**src/rtl/hexrec_pkg.sv**
```systemverilog
package hexrec_pkg;

    localparam int ADDR_W = 16;

    localparam logic [7:0] CH_REC    = 8'h53;
    localparam logic [7:0] CH_DATA   = 8'h31;
    localparam logic [7:0] CH_END    = 8'h39;
    localparam logic [7:0] CODE_ON   = 8'h11;
    localparam logic [7:0] CODE_OFF  = 8'h13;
    localparam logic [7:0] CODE_ERR  = 8'h3F;
    localparam logic [7:0] SUM_OK    = 8'hFF;
    localparam logic [7:0] MIN_COUNT = 8'd3;

    typedef enum logic [2:0] {
        ST_IDLE,
        ST_HUNT,
        ST_TYPE,
        ST_FIELD,
        ST_DONE
    } ld_state_e;

    typedef enum logic [2:0] {
        FL_COUNT,
        FL_ADDR_HI,
        FL_ADDR_LO,
        FL_DATA,
        FL_CSUM
    } field_e;

endpackage

```
**src/rtl/hexrec_char_decode.sv**
```systemverilog
module hexrec_char_decode
    import hexrec_pkg::*;
(
    input  logic [7:0] raw,
    output logic       is_rec,
    output logic       is_data,
    output logic       is_end,
    output logic       is_hex,
    output logic [3:0] nib
);
    logic [7:0] c;

    always_comb begin
        c       = raw & 8'h7F;
        is_rec  = (c == CH_REC);
        is_data = (c == CH_DATA);
        is_end  = (c == CH_END);
        is_hex  = 1'b0;
        nib     = 4'h0;
        if (c >= 8'h30 && c <= 8'h39) begin
            is_hex = 1'b1;
            nib    = c[3:0];
        end else if ((c >= 8'h41 && c <= 8'h46) || (c >= 8'h61 && c <= 8'h66)) begin
            is_hex = 1'b1;
            nib    = c[3:0] + 4'd9;
        end
    end

endmodule

```
**src/rtl/hexrec_tx_slot.sv**
```systemverilog
module hexrec_tx_slot
    import hexrec_pkg::*;
(
    input  logic       clk,
    input  logic       rst_n,
    input  logic       push,
    input  logic [7:0] push_char,
    input  logic       push_tail,
    input  logic       tx_ready,
    output logic       tx_valid,
    output logic [7:0] tx_char,
    output logic       drained
);
    typedef struct packed {
        logic       valid;
        logic [7:0] chr;
        logic       tail;
    } slot_t;

    slot_t slot_d, slot_q;

    always_comb begin
        slot_d  = slot_q;
        drained = 1'b0;
        if (slot_q.valid && tx_ready) begin
            if (slot_q.tail) begin
                slot_d.chr  = CODE_OFF;
                slot_d.tail = 1'b0;
            end else begin
                slot_d.valid = 1'b0;
                drained      = 1'b1;
            end
        end
        if (push) begin
            slot_d.valid = 1'b1;
            slot_d.chr   = push_char;
            slot_d.tail  = push_tail;
        end
    end

    always_ff @(posedge clk or negedge rst_n) begin
        if (!rst_n) slot_q <= '0;
        else        slot_q <= slot_d;
    end

    assign tx_valid = slot_q.valid;
    assign tx_char  = slot_q.chr;

    // a waiting character is held until taken
    a_r8_hold_until_ready: assert property (@(posedge clk) disable iff (!rst_n)
        (tx_valid && !tx_ready) |=> (tx_valid && $stable(tx_char)));

    // the error marker is always followed by reader-off
    a_r7_off_after_err: assert property (@(posedge clk) disable iff (!rst_n)
        (tx_valid && tx_ready && tx_char == CODE_ERR) |=> (tx_valid && tx_char == CODE_OFF));

endmodule

```
**src/rtl/hexrec_loader.sv**
```systemverilog
module hexrec_loader
    import hexrec_pkg::*;
#(
    parameter int ERR_W = 8
) (
    input  logic              clk,
    input  logic              rst_n,
    input  logic              load_start,
    input  logic              rx_valid,
    input  logic [7:0]        rx_char,
    output logic              rx_ready,
    output logic              tx_valid,
    output logic [7:0]        tx_char,
    input  logic              tx_ready,
    output logic              mem_we,
    output logic [ADDR_W-1:0] mem_addr,
    output logic [7:0]        mem_wdata,
    output logic              busy,
    output logic [ERR_W-1:0]  err_count
);
    typedef struct packed {
        ld_state_e         st;
        field_e            fld;
        logic              have_hi;
        logic [3:0]        hi;
        logic [7:0]        remain;
        logic [7:0]        sum;
        logic [ADDR_W-1:0] addr;
        logic              we;
        logic [ADDR_W-1:0] waddr;
        logic [7:0]        wdata;
        logic [ERR_W-1:0]  errs;
    } ld_t;

    ld_t ld_d, ld_q;

    logic       is_rec, is_data, is_end, is_hex;
    logic [3:0] nib;
    logic       push, push_tail, drained;
    logic [7:0] push_char;
    logic       rx_fire, err_hit;
    logic [7:0] byte_val, sum_next;

    hexrec_char_decode dec_i (
        .raw     (rx_char),
        .is_rec  (is_rec),
        .is_data (is_data),
        .is_end  (is_end),
        .is_hex  (is_hex),
        .nib     (nib)
    );

    hexrec_tx_slot tx_i (
        .clk       (clk),
        .rst_n     (rst_n),
        .push      (push),
        .push_char (push_char),
        .push_tail (push_tail),
        .tx_ready  (tx_ready),
        .tx_valid  (tx_valid),
        .tx_char   (tx_char),
        .drained   (drained)
    );

    assign rx_ready = !tx_valid &&
                      (ld_q.st == ST_HUNT || ld_q.st == ST_TYPE || ld_q.st == ST_FIELD);
    assign rx_fire  = rx_valid && rx_ready;
    assign byte_val = {ld_q.hi, nib};
    assign sum_next = ld_q.sum + byte_val;

    always_comb begin
        ld_d      = ld_q;
        ld_d.we   = 1'b0;
        push      = 1'b0;
        push_char = CODE_ON;
        push_tail = 1'b0;
        err_hit   = 1'b0;

        unique case (ld_q.st)
            ST_IDLE: begin
                if (load_start) begin
                    push      = 1'b1;
                    push_char = CODE_ON;
                    ld_d.st   = ST_HUNT;
                end
            end
            ST_HUNT: begin
                if (rx_fire && is_rec) ld_d.st = ST_TYPE;
            end
            ST_TYPE: begin
                if (rx_fire) begin
                    if (is_data) begin
                        ld_d.st      = ST_FIELD;
                        ld_d.fld     = FL_COUNT;
                        ld_d.have_hi = 1'b0;
                    end else if (is_end) begin
                        push      = 1'b1;
                        push_char = CODE_OFF;
                        ld_d.st   = ST_DONE;
                    end else if (!is_rec) begin
                        ld_d.st = ST_HUNT;
                    end
                end
            end
            ST_FIELD: begin
                if (rx_fire) begin
                    if (!is_hex) begin
                        err_hit = 1'b1;
                    end else if (!ld_q.have_hi) begin
                        ld_d.have_hi = 1'b1;
                        ld_d.hi      = nib;
                    end else begin
                        ld_d.have_hi = 1'b0;
                        ld_d.sum     = sum_next;
                        unique case (ld_q.fld)
                            FL_COUNT: begin
                                ld_d.remain = byte_val;
                                ld_d.sum    = byte_val;
                                if (byte_val < MIN_COUNT) err_hit = 1'b1;
                                else                      ld_d.fld = FL_ADDR_HI;
                            end
                            FL_ADDR_HI: begin
                                ld_d.addr = {byte_val, ld_q.addr[7:0]};
                                ld_d.fld  = FL_ADDR_LO;
                            end
                            FL_ADDR_LO: begin
                                ld_d.addr   = {ld_q.addr[ADDR_W-1:8], byte_val};
                                ld_d.remain = ld_q.remain - MIN_COUNT;
                                ld_d.fld    = (ld_q.remain == MIN_COUNT) ? FL_CSUM : FL_DATA;
                            end
                            FL_DATA: begin
                                ld_d.we     = 1'b1;
                                ld_d.waddr  = ld_q.addr;
                                ld_d.wdata  = byte_val;
                                ld_d.addr   = ld_q.addr + 1'b1;
                                ld_d.remain = ld_q.remain - 8'd1;
                                if (ld_q.remain == 8'd1) ld_d.fld = FL_CSUM;
                            end
                            FL_CSUM: begin
                                if (sum_next == SUM_OK) ld_d.st = ST_HUNT;
                                else                    err_hit = 1'b1;
                            end
                            default: err_hit = 1'b1;
                        endcase
                    end
                end
            end
            ST_DONE: begin
                if (drained) ld_d.st = ST_IDLE;
            end
            default: ld_d.st = ST_IDLE;
        endcase

        if (err_hit) begin
            push      = 1'b1;
            push_char = CODE_ERR;
            push_tail = 1'b1;
            ld_d.st   = ST_DONE;
            if (ld_q.errs != '1) ld_d.errs = ld_q.errs + ERR_W'(1);
        end
    end

    always_ff @(posedge clk or negedge rst_n) begin
        if (!rst_n) begin
            ld_q     <= '0;
            ld_q.st  <= ST_IDLE;
            ld_q.fld <= FL_COUNT;
        end else begin
            ld_q <= ld_d;
        end
    end

    assign mem_we    = ld_q.we;
    assign mem_addr  = ld_q.waddr;
    assign mem_wdata = ld_q.wdata;
    assign busy      = (ld_q.st != ST_IDLE);
    assign err_count = ld_q.errs;

    // a load always opens with reader-on
    a_r1_on_code_first: assert property (@(posedge clk) disable iff (!rst_n)
        $rose(busy) |-> (tx_valid && tx_char == CODE_ON));

    // nothing is sent or written outside a load
    a_r9_idle_quiet: assert property (@(posedge clk) disable iff (!rst_n)
        !busy |-> (!tx_valid && !mem_we));

    // the write strobe lasts one cycle
    a_r10_single_pulse: assert property (@(posedge clk) disable iff (!rst_n)
        mem_we |=> !mem_we);

    // data writes never coincide with a waiting transmit
    a_r4_write_no_tx: assert property (@(posedge clk) disable iff (!rst_n)
        mem_we |-> !tx_valid);

    // the error count moves by one and only alongside the error marker
    a_r7_err_step: assert property (@(posedge clk) disable iff (!rst_n)
        (err_count != $past(err_count)) |->
            ((err_count == $past(err_count) + ERR_W'(1)) && tx_valid && tx_char == CODE_ERR));

endmodule

```
**config.mk**
```make
export PLATFORM = sky130hd
export DESIGN_NAME = hexrec_loader
export DESIGN_NICKNAME = d
export VERILOG_FILES = /design/src/rtl/hexrec_pkg.sv /design/src/rtl/hexrec_char_decode.sv /design/src/rtl/hexrec_tx_slot.sv /design/src/rtl/hexrec_loader.sv
export SDC_FILE = /design/constraint.sdc
export NUM_CORES = 1
export LEC_CHECK = 0
export ABC_CLOCK_PERIOD_IN_PS = 2600
export BUFFER_PORTS_ARGS = -buffer_cell sky130_fd_sc_hd__buf_4
export CAP_MARGIN = 20
export CORE_MARGIN = 1.5
export CORE_UTILIZATION = 30
export DETAILED_ROUTE_END_ITERATION = 6
export SYNTH_ARGS = -nofsm -noshare
export SYNTH_HDL_FRONTEND = slang
export SYNTH_SLANG_ARGS = --single-unit
```
**constraint.sdc**
```tcl
create_clock -name clk -period 2.6 [get_ports clk]
set_input_delay 0.26 -clock clk [delete_from_list [all_inputs] [get_ports clk]]
set_output_delay 0.26 -clock clk [all_outputs]
set_load 0.005 [all_outputs]
```
* Yosys cells after proc, flatten, opt, wreduce, memory -nomap -nowiden
Cells that the tools add are included.
Word-level totals: logic and storage cells 155, flip-flop bits (word level) 86, output and inout bits 44, bits of input ports 13
Operators by class: add/sub/neg operators 6, muxes and demuxes 57, bitwise logic cells 3, reduce and logical (&&, ||, !) cells 33, order comparisons 7, equality and inequality tests 34
Operators with widths (count):
- $mux W68 | 2
- $mux W57 | 1
- $mux W25 | 2
- $pmux W16 S3 | 1
- $mux W3 | 12
- $ne A3 B3 Y1 const B | 8
- $pmux W8 S3 | 1
- $mux W10 | 2
- $mux W1 | 18
- $add A16 B1 Y16 const B | 1
- $mux W4 | 4
- $mux W8 | 2
- $pmux W3 S5 | 1
- $reduce_and A5 Y1 | 3
- $eq A7 B6 Y1 const B | 2
- $ge A7 B7 Y1 const B | 2
- $le A7 B7 Y1 const B | 2
- $eq A3 B2 Y1 const B | 4
- $pmux W3 S4 | 1
- $reduce_and A6 Y1 | 2
- $ne A2 B2 Y1 const B | 5
- $reduce_and A10 Y1 | 1
- $reduce_bool A2 Y1 | 5
- $mux W9 | 1
- other kinds (35) | 57

* Longest topological paths before layout
depth after elaboration 16, mapped depth 15, mapped depth without buffers 15

* By module
Synthesis repeated with hierarchy kept, for this count alone.
Second synthesis, totals: cell total of the unflattened synthesis 535, area total of the unflattened synthesis 5186.2 sq um
By module, submodules not included:
- hexrec_loader | cells each 467, area each 4493.1 sq um, times used 1, seq. area each 1901.8 sq um
- hexrec_tx_slot | cells each 43, area each 488.0 sq um, times used 1, seq. area each 250.2 sq um
- hexrec_char_decode | cells each 25, area each 205.2 sq um, times used 1, seq. area each 0.0 sq um

* Worst setup path after synthesis
Ideal clock, no wire load.
path kind input to register, from input rx_char[0], to register ld_q (netlist bit err_count[6]), data arrival time 3487 ps, setup slack -1012 ps, required time 2475 ps, buffers on the path 1, stages on the path 15, library setup time 125 ps, path through buf_2 -> inv_1 -> ha_1 -> a211oi_2 -> or2_2 -> o21ai_1 -> ha_1 -> fa_1 -> a211oi_1 -> nor4_1 -> a2111oi_4 -> nor2_2 -> a31oi_4 -> o2111ai_2 -> mux2_4
Between the ends: cells in the longest elaborated chain, start to end 14, elaborated cells between the ends (all ways) 26, those cells by class 2 x add/sub; 7 x order compare; 1 x eq/ne; 11 x mux; 5 x reduce/logical
RTL lines:
- start: declaration | RTL line hexrec_loader.sv:10 | input logic [7:0] rx_char,
- $ge A7 B7 Y1 / $le A7 B7 Y1 (equally long branches) | RTL line hexrec_char_decode.sv:23 | end else if ((c >= 8'h41 && c <= 8'h46) || (c >= 8'h61 && c <= 8'h66)) begin
- $logic_and A1 B1 Y1 | RTL line hexrec_char_decode.sv:23
- $logic_or A1 B1 Y1 | RTL line hexrec_char_decode.sv:23
- $mux W4 | RTL line hexrec_char_decode.sv:23
- $mux W4 (*) | RTL line hexrec_char_decode.sv:20 | if (c >= 8'h30 && c <= 8'h39) begin
- via byte_val[0] | RTL line hexrec_loader.sv:42 | logic [7:0] byte_val, sum_next;
- $add A8 B8 Y8 | RTL line hexrec_loader.sv:69 | assign sum_next = ld_q.sum + byte_val;
- $eq A8 B8 Y1 | RTL line hexrec_loader.sv:140 | if (sum_next == SUM_OK) ld_d.st = ST_HUNT;
- $mux W1 | RTL line hexrec_loader.sv:140
- $pmux W1 S3 (*) | RTL line hexrec_loader.sv:115 | unique case (ld_q.fld)
- $mux W1 (*) | RTL line hexrec_loader.sv:109 | end else if (!ld_q.have_hi) begin
- $mux W1 (*) | RTL line hexrec_loader.sv:107 | if (!is_hex) begin
- $mux W1 (*) | RTL line hexrec_loader.sv:106 | if (rx_fire) begin
- $mux W1 (*) | RTL line hexrec_loader.sv:79 | unique case (ld_q.st)
- $reduce_and A2 Y1 (no source line) (*)
- end signal: assignment | RTL line hexrec_loader.sv:169 | ld_q <= ld_d;
- end: declaration | RTL line hexrec_loader.sv:35 | ld_t ld_d, ld_q;
The timed path passes the listed nets; every way through them passes the cells marked *. A chain may end at the register's enable or synchronous reset.

* Worst setup path in the final report
from input rx_char[1], to register ld_q (netlist bit err_count[6])
Same word-level chain as after synthesis.

==> flow_metrics.py <==
metrics = {
    "floorplan": {
        "io_pins": 57,
        "die-area_sq_um": 18200,
        "placement_rows": 48,
        "initial_core_util_pct": 30.5,
        "chipHeight_um": 135,
        "fp.dieW_um": 135,
        "coreArea_sq_um": 17100,
    },
    "timing": {
        "relSlewSlack_pct": 31.8,
        "tightest_slew_ps": 1020,
        "slew_viol_final": 0,
        "hold_violations": 0,
        "hold_slack_ps": 95.4,
        "setup_viol": 16,
        "finalClockSkew_ps": 5.96,
        "finalWorstSetupSlack_ps": -434,
        "rsz0062_at_grt": "yes",
        "fmax_mhz": 330,
        "fin_crit_ps": 3030,
        "fin_crit_sh_pct": 117,
    },
    "power": {
        "seqPwrFrac_pct": 37.3,
        "powerDensity_nw_per_um2": 652,
        "peakVddDrop_uv": 463,
        "leakage_nw": 3.03,
        "comb_power_share_pct": 30.8,
        "clkPwrFrac_pct": 32.0,
        "p_int_mw": 2.89,
        "total_power_mw": 4.35,
        "p_switching_mw": 1.46,
        "sw_frac_of_total_pct": 33.6,
    },
    "route": {
        "drc": 0,
        "routedWlPerCell_um": 14.8,
        "drt_iter0_markers": 313,
        "vias_per_cell": 5.03,
        "wirelength_mm": 13.2,
        "vias": 4473,
        "first_pass_iters": 5,
        "ant_nets": 0,
    },
    "clock_tree": {
        "root_buffer": "clkbuf_16",
        "cts_sinks": 81,
        "htreeDepth": 3,
        "cts_tree": "yes",
        "clock_path_buffers": 2,
        "insertion_delay_ps": 350,
        "cts_buffers": 9,
        "clkTransAtPathRegs_ps": 60,
    },
    "logic_synthesis": {
        "synth.largest_area_cell": "dfrtp_1",
        "ys_types": 85,
        "dominantRegCellSynth": "dfrtp_1",
        "synth_async_sr_flop_share_pct": 100,
        "synth_area_leaders": "dfrtp_1, nand2_1, buf_4",
        "syn_avg_cell_area_sq_um": 8.90,
        "ys_ff_latch": 81,
        "synth.most_common_cell": "nand2_1",
        "seq_area_frac_synth_pct": 38.9,
        "synthTopCellsByCount": "nand2_1, dfrtp_1, o21ai_0",
        "netlist_instances": 586,
        "synth_area_sq_um": 5210,
        "ys_warn_count": 0,
        "synth_top_area_share_pct": 38.9,
        "synth_edf_count": 0,
    },
    "setup_path": {
        "arrival_ps": 3270,
        "r2r-end": "err_count[6]",
        "cp-endpoint": "err_count[6]",
        "reg2regPathDepth": 11,
        "reg2reg_from": "ld_q[49]",
        "reg2reg_slack_ps": -30,
        "startpoint": "rx_char[1]",
        "start_kind": "primary input",
        "path_max_fanout": 5,
        "end_kind": "flip-flop",
        "critical_path_class": "in2reg",
        "cp.required_ps": 2840,
    },
    "global_route": {
        "antenna_found_initial": 0,
        "grt.total_usage_pct": 15.1,
        "grt_max_degree": 50,
        "grt_pass1_wl_mm": 21.7,
        "grt_pass1_vias": 4284,
        "grt.overflow.total": 0,
    },
    "final_layout": {
        "nNetsFinal": 688,
        "drive_above_1_share_pct": 30.7,
        "n_antenna_cell": 0,
        "syn2layout_area_growth_pct": 27.9,
    },
    "placement": {
        "post-place-ws_ps": -914,
        "io_buffer_count": 53,
        "hpwl_mm": 9.33,
        "globalplace.congestion": 0.845,
    },
    "run_status": {
        "violations": "setup timing",
        "status": "finished, violations left",
    },
    "min_path": {
        "min_path_type": "in2reg",
    },
    "flow_run": {
        "maxCapViolations": 0,
    },
}
## placed cells by master, fill, tap and decap left out, types with 9 or more instances in the layout
master and instances:
buf_4 113, nor3_1 17, xnor2_1 9, nor2b_1 9, inv_1 14, dfrtp_1 81, ha_1 9, nand2_1 88
clkbuf_16 9, nor2_1 36, nand3_1 10, o21ai_0 42, a21oi_1 28
## repair_timing
item,4_1_cts,5_1_grt
setup endpoints to repair,16,18
buffers inserted,10,5
hold buffers,1,0
gates resized for setup,26,17
hold endpoints to repair,48,0
pin swaps,24,13
## logic make-up (layout without fill, tap and decap cells)
kind of cell	Yosys count	count (layout)	synth area share (%)
and+or+nand+nor	228	228	21.9
AOI/OAI and AO/OA	147	147	19.4
DFF	81	81	38.9
buffers and inverters	81	158	9.51
muxes	19	19	4.08
adders and majority gates	16	16	3.98
xor gates and xnor gates	13	13	2.18
other	1	2	0.0719
## state kept, by name, indices dropped and copies added (netlist names)
| register | flops |
|---|---|
| tx_i.tx_valid | 1 |
| err_count | 8 |
| ld_q | 39 |
| tx_i.slot_q | 1 |
| mem_addr | 16 |
| mem_wdata | 8 |
| byte_val | 4 |
| mem_we | 1 |
| tx_i.tx_char | 3 |
## cell type report
class                           count  area [sq um]
Timing Repair Buffer              124          1000
Inverter                           18          87.6
Multi-Input combinational cell    425          2950
Clock buffer                       10           229
Clock inverter                      6          90.1
Sequential cell                    81          2030
Fill cell                        1719         10400
Tap cell                          225           282
## power groups by stage
stage | combinational (mW) | clock (mW) | sequential [mW]
after floorplan | 0.931 | 0 | 1.57
after global placement | 1.22 | 0 | 1.62
after detailed placement | 1.27 | 0 | 1.64
after CTS | 1.32 | 1.42 | 1.62
after global routing | 1.51 | 1.48 | 1.65
final | 1.34 | 1.39 | 1.62
## worst max-delay path, cell delays in order
cell       delay [ps]
buf_12            120
inv_12             40
ha_4              130
nor2_2             40
a211o_1           260
or2_4             260
buf_6             130
o22ai_4           200
fa_2              290
a211oi_4           80
o211a_1           240
a2111oi_4         320
nor2_2            100
a31oi_4           210
buf_12            150
o2111ai_4         130
mux2_4            310
## metrics by stage
| stage | setup TNS [ps] | util, % | std cells | cell area, sq um |
|---|---|---|---|---|
| after global routing | -6830 | 39.0 | 889 | 6670 |
| final | -4950 | 39.0 | 889 | 6670 |
| after detailed placement | -13390 | 35.1 | 857 | 6000 |
| after floorplan | -7450 | - | 587 | 5330 |
| after CTS | -4720 | 38.3 | 884 | 6560 |
| after global placement | -11900 | 35.1 | 857 | 6000 |
## worst min-delay path by stage
stage	to	from	cells after the start	slack (ps)
floorplan	byte_val[4]	rst_n	0	-40
global placement	tx_i.tx_valid	rst_n	1	330
detailed placement	tx_i.slot_q[0]	rst_n	1	330
CTS	tx_i.tx_char[1]	load_start	2	90
global route	tx_i.tx_char[1]	load_start	2	100
finish	tx_i.tx_char[1]	load_start	2	100
## routing by layer
layer	share of wire [%]	wire, um	vias to the layer above	track usage [%]
met1	45	5930	2156	19.3
met5	0	0	-	0
met3	5.1	675	13	3.15
met2	48	6340	106	25.2
li1	-	-	2198	-
met4	1.7	218	0	5.50
(Power assumes the default switching activity.)
